## src/rtl/reloc_pkg.sv

```systemverilog
package reloc_pkg;

  typedef enum logic {
    SEL_BASE  = 1'b0,
    SEL_LIMIT = 1'b1
  } cfg_sel_e;

  typedef struct packed {
    logic bound;
    logic ovf;
  } fault_t;

endpackage

```

## src/rtl/reloc_regs.sv

```systemverilog
module reloc_regs #(
  parameter int ADDR_W = 16
) (
  input  logic                  clk,
  input  logic                  rst_n,
  input  logic                  cfg_wr_en,
  input  logic                  cfg_priv,
  input  reloc_pkg::cfg_sel_e   cfg_sel,
  input  logic [ADDR_W-1:0]     cfg_wdata,
  output logic [ADDR_W-1:0]     base_q,
  output logic [ADDR_W-1:0]     limit_q,
  output logic                  wr_accept,
  output logic                  wr_reject,
  output logic                  priv_viol
);

  // Privilege gate: only system-mode writes reach the registers.
  assign wr_accept = cfg_wr_en &  cfg_priv;
  assign wr_reject = cfg_wr_en & ~cfg_priv;

  logic base_we;
  logic limit_we;
  assign base_we  = wr_accept & (cfg_sel == reloc_pkg::SEL_BASE);
  assign limit_we = wr_accept & (cfg_sel == reloc_pkg::SEL_LIMIT);

  always_ff @(posedge clk) begin
    if (!rst_n) begin
      base_q <= '0;
    end else if (base_we) begin
      base_q <= cfg_wdata;
    end
  end

  always_ff @(posedge clk) begin
    if (!rst_n) begin
      limit_q <= '0;
    end else if (limit_we) begin
      limit_q <= cfg_wdata;
    end
  end

  // Flag is registered: it is high for the cycle after the rejected write.
  always_ff @(posedge clk) begin
    if (!rst_n) begin
      priv_viol <= 1'b0;
    end else begin
      priv_viol <= wr_reject;
    end
  end

endmodule

```

## src/rtl/reloc_xlate.sv

```systemverilog
module reloc_xlate #(
  parameter int ADDR_W = 16
) (
  input  logic [ADDR_W-1:0]  base,
  input  logic [ADDR_W-1:0]  limit,
  input  logic [ADDR_W-1:0]  laddr,
  output logic [ADDR_W-1:0]  paddr,
  output reloc_pkg::fault_t  fault
);

  localparam int SUM_W = ADDR_W + 1;

  // Widened sum, so that the top bit is the carry out.
  function automatic logic [SUM_W-1:0] reloc_sum(
    input logic [ADDR_W-1:0] b,
    input logic [ADDR_W-1:0] l
  );
    return {1'b0, b} + {1'b0, l};
  endfunction

  function automatic logic above_limit(
    input logic [ADDR_W-1:0] l,
    input logic [ADDR_W-1:0] lim
  );
    return l > lim;
  endfunction

  logic [SUM_W-1:0] sum;
  logic             carry;
  logic             any_fault;

  assign sum         = reloc_sum(base, laddr);
  assign carry       = sum[SUM_W-1];
  assign fault.bound = above_limit(laddr, limit);
  assign fault.ovf   = carry;
  assign any_fault   = fault.bound | fault.ovf;
  assign paddr       = any_fault ? '0 : sum[ADDR_W-1:0];

endmodule

```

## src/rtl/reloc_outstage.sv

```systemverilog
module reloc_outstage #(
  parameter int ADDR_W = 16
) (
  input  logic                 clk,
  input  logic                 rst_n,
  input  logic                 in_valid,
  output logic                 in_ready,
  input  logic [ADDR_W-1:0]    in_paddr,
  input  reloc_pkg::fault_t    in_fault,
  output logic                 out_valid,
  input  logic                 out_ready,
  output logic [ADDR_W-1:0]    out_paddr,
  output reloc_pkg::fault_t    out_fault,
  output logic                 accept
);

  // One register slot: it accepts when empty or when being drained.
  assign in_ready = ~out_valid | out_ready;
  assign accept   = in_valid & in_ready;

  always_ff @(posedge clk) begin
    if (!rst_n) begin
      out_valid <= 1'b0;
    end else if (in_ready) begin
      out_valid <= in_valid;
    end
  end

  always_ff @(posedge clk) begin
    if (!rst_n) begin
      out_paddr <= '0;
      out_fault <= '0;
    end else if (accept) begin
      out_paddr <= in_paddr;
      out_fault <= in_fault;
    end
  end

endmodule

```

## src/rtl/reloc_unit.sv

```systemverilog
module reloc_unit #(
  parameter int ADDR_W = 16
) (
  input  logic              clk,
  input  logic              rst_n,
  input  logic              cfg_wr_en,
  input  logic              cfg_priv,
  input  logic              cfg_sel,
  input  logic [ADDR_W-1:0] cfg_wdata,
  output logic              priv_viol,
  input  logic              req_valid,
  output logic              req_ready,
  input  logic [ADDR_W-1:0] req_laddr,
  output logic              rsp_valid,
  input  logic              rsp_ready,
  output logic [ADDR_W-1:0] rsp_paddr,
  output logic              rsp_fault_bound,
  output logic              rsp_fault_ovf
);

  logic [ADDR_W-1:0]  base_q;
  logic [ADDR_W-1:0]  limit_q;
  logic               wr_accept;
  logic               wr_reject;
  logic [ADDR_W-1:0]  xl_paddr;
  reloc_pkg::fault_t  xl_fault;
  reloc_pkg::fault_t  rsp_fault;
  logic               req_accept;

  reloc_regs #(.ADDR_W(ADDR_W)) u_regs (
    .clk       (clk),
    .rst_n     (rst_n),
    .cfg_wr_en (cfg_wr_en),
    .cfg_priv  (cfg_priv),
    .cfg_sel   (reloc_pkg::cfg_sel_e'(cfg_sel)),
    .cfg_wdata (cfg_wdata),
    .base_q    (base_q),
    .limit_q   (limit_q),
    .wr_accept (wr_accept),
    .wr_reject (wr_reject),
    .priv_viol (priv_viol)
  );

  reloc_xlate #(.ADDR_W(ADDR_W)) u_xlate (
    .base  (base_q),
    .limit (limit_q),
    .laddr (req_laddr),
    .paddr (xl_paddr),
    .fault (xl_fault)
  );

  reloc_outstage #(.ADDR_W(ADDR_W)) u_out (
    .clk       (clk),
    .rst_n     (rst_n),
    .in_valid  (req_valid),
    .in_ready  (req_ready),
    .in_paddr  (xl_paddr),
    .in_fault  (xl_fault),
    .out_valid (rsp_valid),
    .out_ready (rsp_ready),
    .out_paddr (rsp_paddr),
    .out_fault (rsp_fault),
    .accept    (req_accept)
  );

  assign rsp_fault_bound = rsp_fault.bound;
  assign rsp_fault_ovf   = rsp_fault.ovf;

endmodule

```

## config.mk

```make
export PLATFORM = sky130hd
export DESIGN_NAME = reloc_unit
export DESIGN_NICKNAME = d
export VERILOG_FILES = /design/src/rtl/reloc_pkg.sv /design/src/rtl/reloc_regs.sv /design/src/rtl/reloc_xlate.sv /design/src/rtl/reloc_outstage.sv /design/src/rtl/reloc_unit.sv
export SDC_FILE = /design/constraint.sdc
export NUM_CORES = 1
export LEC_CHECK = 0
export BUFFER_PORTS_ARGS = -buffer_cell sky130_fd_sc_hd__buf_2
export CORE_ASPECT_RATIO = 0.7
export CORE_MARGIN = 2
export CORE_UTILIZATION = 25
export CTS_BUF_LIST = sky130_fd_sc_hd__clkbuf_4
export DETAILED_ROUTE_END_ITERATION = 10
export PLACE_DENSITY = 0.52
export SLEW_MARGIN = 25
export SYNTH_ARGS = -nofsm -noshare
export SYNTH_HDL_FRONTEND = slang
export SYNTH_HIERARCHICAL = 1
export SYNTH_SLANG_ARGS = --single-unit
```

## constraint.sdc

```tcl
create_clock -name clk -period 2.6 [get_ports clk]
set_input_delay 0.52 -clock clk [delete_from_list [all_inputs] [get_ports clk]]
set_output_delay 0.52 -clock clk [all_outputs]
set_load 0.01 [all_outputs]
```

# Yosys cells after proc, flatten, opt, wreduce, memory -nomap -nowiden
# Cells that the tools add are included.
op_classes:
  addsub: 1
  order_cmp: 1
  mux: 1
  n_bitwise: 10
op_table:
  columns: ["cell", "n"]
  rows:
  - ["adder 16 x 16 -> 17 bit", 1]
  - ["greater-than comparator 16 bit", 1]
  - ["two-way mux 16 bit", 1]
  - ["bitwise AND 1 bit", 5]
  - ["inverter 1 bit", 3]
  - ["OR 1 bit", 2]
word_totals:
  reg_bits: 52
  inputBits: 39
  out_inout_bits: 21

# Longest topological paths before layout
logic_depth:
  word_depth: 3
  depth_mapped: 13
  depth_no_buf: 11

# Cells and area by module
# Netlist, hierarchy kept.
by_module_without_submodules:
  columns: ["module", "instances", "cells_per_inst", "area_each_um2", "seq_area_each_um2"]
  rows:
  - ["reloc_xlate", 1, 192, 1455.1, 0.0]
  - ["reloc_regs", 1, 126, 1248.7, 660.6]
  - ["reloc_outstage", 1, 83, 787.0, 380.4]

# Worst setup path before layout
# No wires, ideal clock.
synth_path:
  path_kind: "input to register"
  start: "input port req_laddr[0]"
  end: "register u_out.out_paddr[4]"
  setup_ps: 118
  t_arrival_ps: 2364
  required_time_ps: 2482
  slack_ps: 118
  cell_stages: 13
  cell_sequence: "ha_1 inv_1 fa_1 nand2b_1 a21oi_1 o211ai_2 o21ai_1 a311o_1 buf_6 buf_12 nor3_4 nand2_1 mux2i_1"
synth_lines:
  columns: ["element", "line", "text"]
  rows:
  - ["start: declaration", "reloc_unit.sv:13", "input logic [ADDR_W-1:0] req_laddr,"]
  - ["end signal: assignment", "reloc_outstage.sv:34", "out_paddr <= in_paddr;"]
  - ["end: declaration", "reloc_outstage.sv:12", "output logic [ADDR_W-1:0] out_paddr,"]

==> results.txt <==
routed wire length: 8.99 mm
placer congestion estimate: 0.768
Setup CP Type: reg2reg
All-Layer GR Usage: 0.123
Startpoint Class: flip-flop
Cell Int Power: 1140 uW
First-pass DRT Iterations: 4
Leakage: 0.00202 uW
reg2reg path depth: 12
Slew Viols, Final: 0
crit end category: flip-flop
global-route wire length before repair: 14.8 mm
CP cell instances: ha_4 -> inv_2 -> fa_2 -> nand2b_4 -> a21oi_4 -> o211ai_4 -> o21ai_2 -> a311o_2 -> buf_12 -> nor4b_4 -> nand2_1 -> mux2i_1
Synth Warn #: 6
Top-Level Pins: 60
switch share: 0.320
mapped cell area: 3480 um^2
WP buf/inv: 2
initial antenna violation count: 0
Starting Density: 0.253
Crit-path slowest cell: a311o_2
Mean Syn Cell Area: 8.71 um^2
fmax: 402 MHz
Clk Latency, worst-skew pair: 0.39 ns
hold path cells: 3
Post-Layout Cell Count: 670
Slew @ Worst Pin: 0.602 ns
gr ovfl total: 0
# port buffers: 59
max incr delay on CP: 0.49 ns
CTS sink cnt: 52
Final min period: 2.49 ns
Vias/cell: 4.50
TritonCTS Buffers: 5
Placeable Area: 13800 um^2
Final Util: 0.312
Die Ht: 103 um
maxcap violations: 0
Rows: 36
drt first-iter violations: 92
fin crit share: 0.957
Longest Clk Path Bufs: 2
share of cells above drive strength 1: 0.277
post-synth net total: 472
die width: 145 um
placed cell areas: 4100 um^2
Setup Skew: 0.0130 ns
Power Density: 390 nW/um^2
Crit path required time: 2.93 ns
clock power share: 0.223
IR drop worst, VDD: 0.163 mV
Switch Pwr: 537 uW
antenna-violating nets left: 0
DRC violations left: 0
final hold vios: 0
placed cell count: 658
post-synthesis cell count: 400
design area: 4300 um^2
final worst slack: 0.111 ns
Hold Path Class: in2reg
die area: 14900 um^2
Hold Buf Count CTS: 0
area grow syn2layout: 23.3%
Pwr Total: 1680 uW
Flop pwr share: 0.505
largest net degree at the start of global routing: 41
vias: 3018
Logic pwr share: 0.272
# diodes: 0
Largest delay share family, worst path: compound AO/OA/AOI/OAI gates
Final Setup Violations: 0
pre-CTS setup slack: -0.211 ns
vias in the first global route: 3104
clock-pin slew on the worst setup and hold paths: 0.16 ns
Max-slew headroom: 0.598
CTS tree: built
final net count: 552
# H-tree levels: 2
routed len/inst: 13.4 um
Worst EP arrival: 2.82 ns
DP HPWL: 7.02 mm
Root Buffer: clkbuf_4
CP Depth: 12
worst-path fanout max: 5
status: complete, no violations
## stage by stage
stage          hold WS [ns]  setup TNS, ns
2_1_floorplan         0.438              0
3_3_place_gp          0.442          -1.34
4_1_cts               0.350              0
6_report              0.367              0
5_1_grt               0.344         -0.120
3_5_place_dp          0.447          -2.76
## cells in the final DEF, fill, tap and decap left out, types with 5 or more instances in the layout
master    instances
nand2_1         100
buf_2            59
dfxtp_1          51
mux2i_1          50
ha_1             31
buf_4            29
inv_1            22
a21oi_1          17
a21o_1            8
nor3_2            8
nor2_1            7
o21ai_0           7
nand3_1           7
nand4_1           6
clkbuf_4          5
xor2_1            5
## final cells by class
type / count / area (um^2)
Fill cell: 1492 / 9490
Multi-Input combinational cell: 305 / 2260
Sequential cell: 52 / 1040
Timing Repair Buffer: 93 / 623
Tap cell: 190 / 238
Inverter: 23 / 86.3
Clock buffer: 5 / 37.5
Clock inverter: 2 / 12.5
## what timing repair did
item                                    CTS  global route
gates resized for setup                   0            15
endpoints found under the setup margin    0            17
setup buffers                             0             3
endpoints found under the hold margin     0             0
## power by group through the flow
stage	clock network (uW)	registers (uW)	logic, uW
6_report	374	846	456
3_3_place_gp	0	863	423
3_5_place_dp	0	864	430
4_1_cts	398	847	433
2_1_floorplan	0	868	286
5_1_grt	423	851	510
## worst paths after layout
path	start	end	slack, ns
max	u_regs/base_q[0]	u_out/out_paddr[10]	0.11
min	cfg_wdata[13]	u_regs/limit_q[13]	0.37
max reg2reg	u_regs/base_q[0]	u_out/out_paddr[10]	0.11
min reg2reg	u_out/out_paddr[11]	u_out/out_paddr[11]	0.47
## metal layers
metal	track usage	wire, um	vias up
li1	-	-	1542
met1	0.164	4560	1410
met2	0.205	3900	61
met3	0.0314	495	5
met4	0.0204	34	0
met5	0	0	-
## state kept, by name, summed over array words and instances, names as in the netlist
name and flops:
u_out/out_paddr 16, u_regs/base_q 16, u_out/out_fault 2, u_out/out_valid 1, u_regs/limit_q 16, u_regs/priv_viol 1
## worst register-to-register path, cell delays in order, from the launching register on
cell and delay (ns):
dfxtp_2 0.37, ha_4 0.16, inv_2 0.05, fa_2 0.19, nand2b_4 0.14, a21oi_4 0.07, o211ai_4 0.24, o21ai_2 0.12
a311o_2 0.49, buf_12 0.17, nor4b_4 0.23, nand2_1 0.08, mux2i_1 0.13
(Power assumes the default switching activity.)
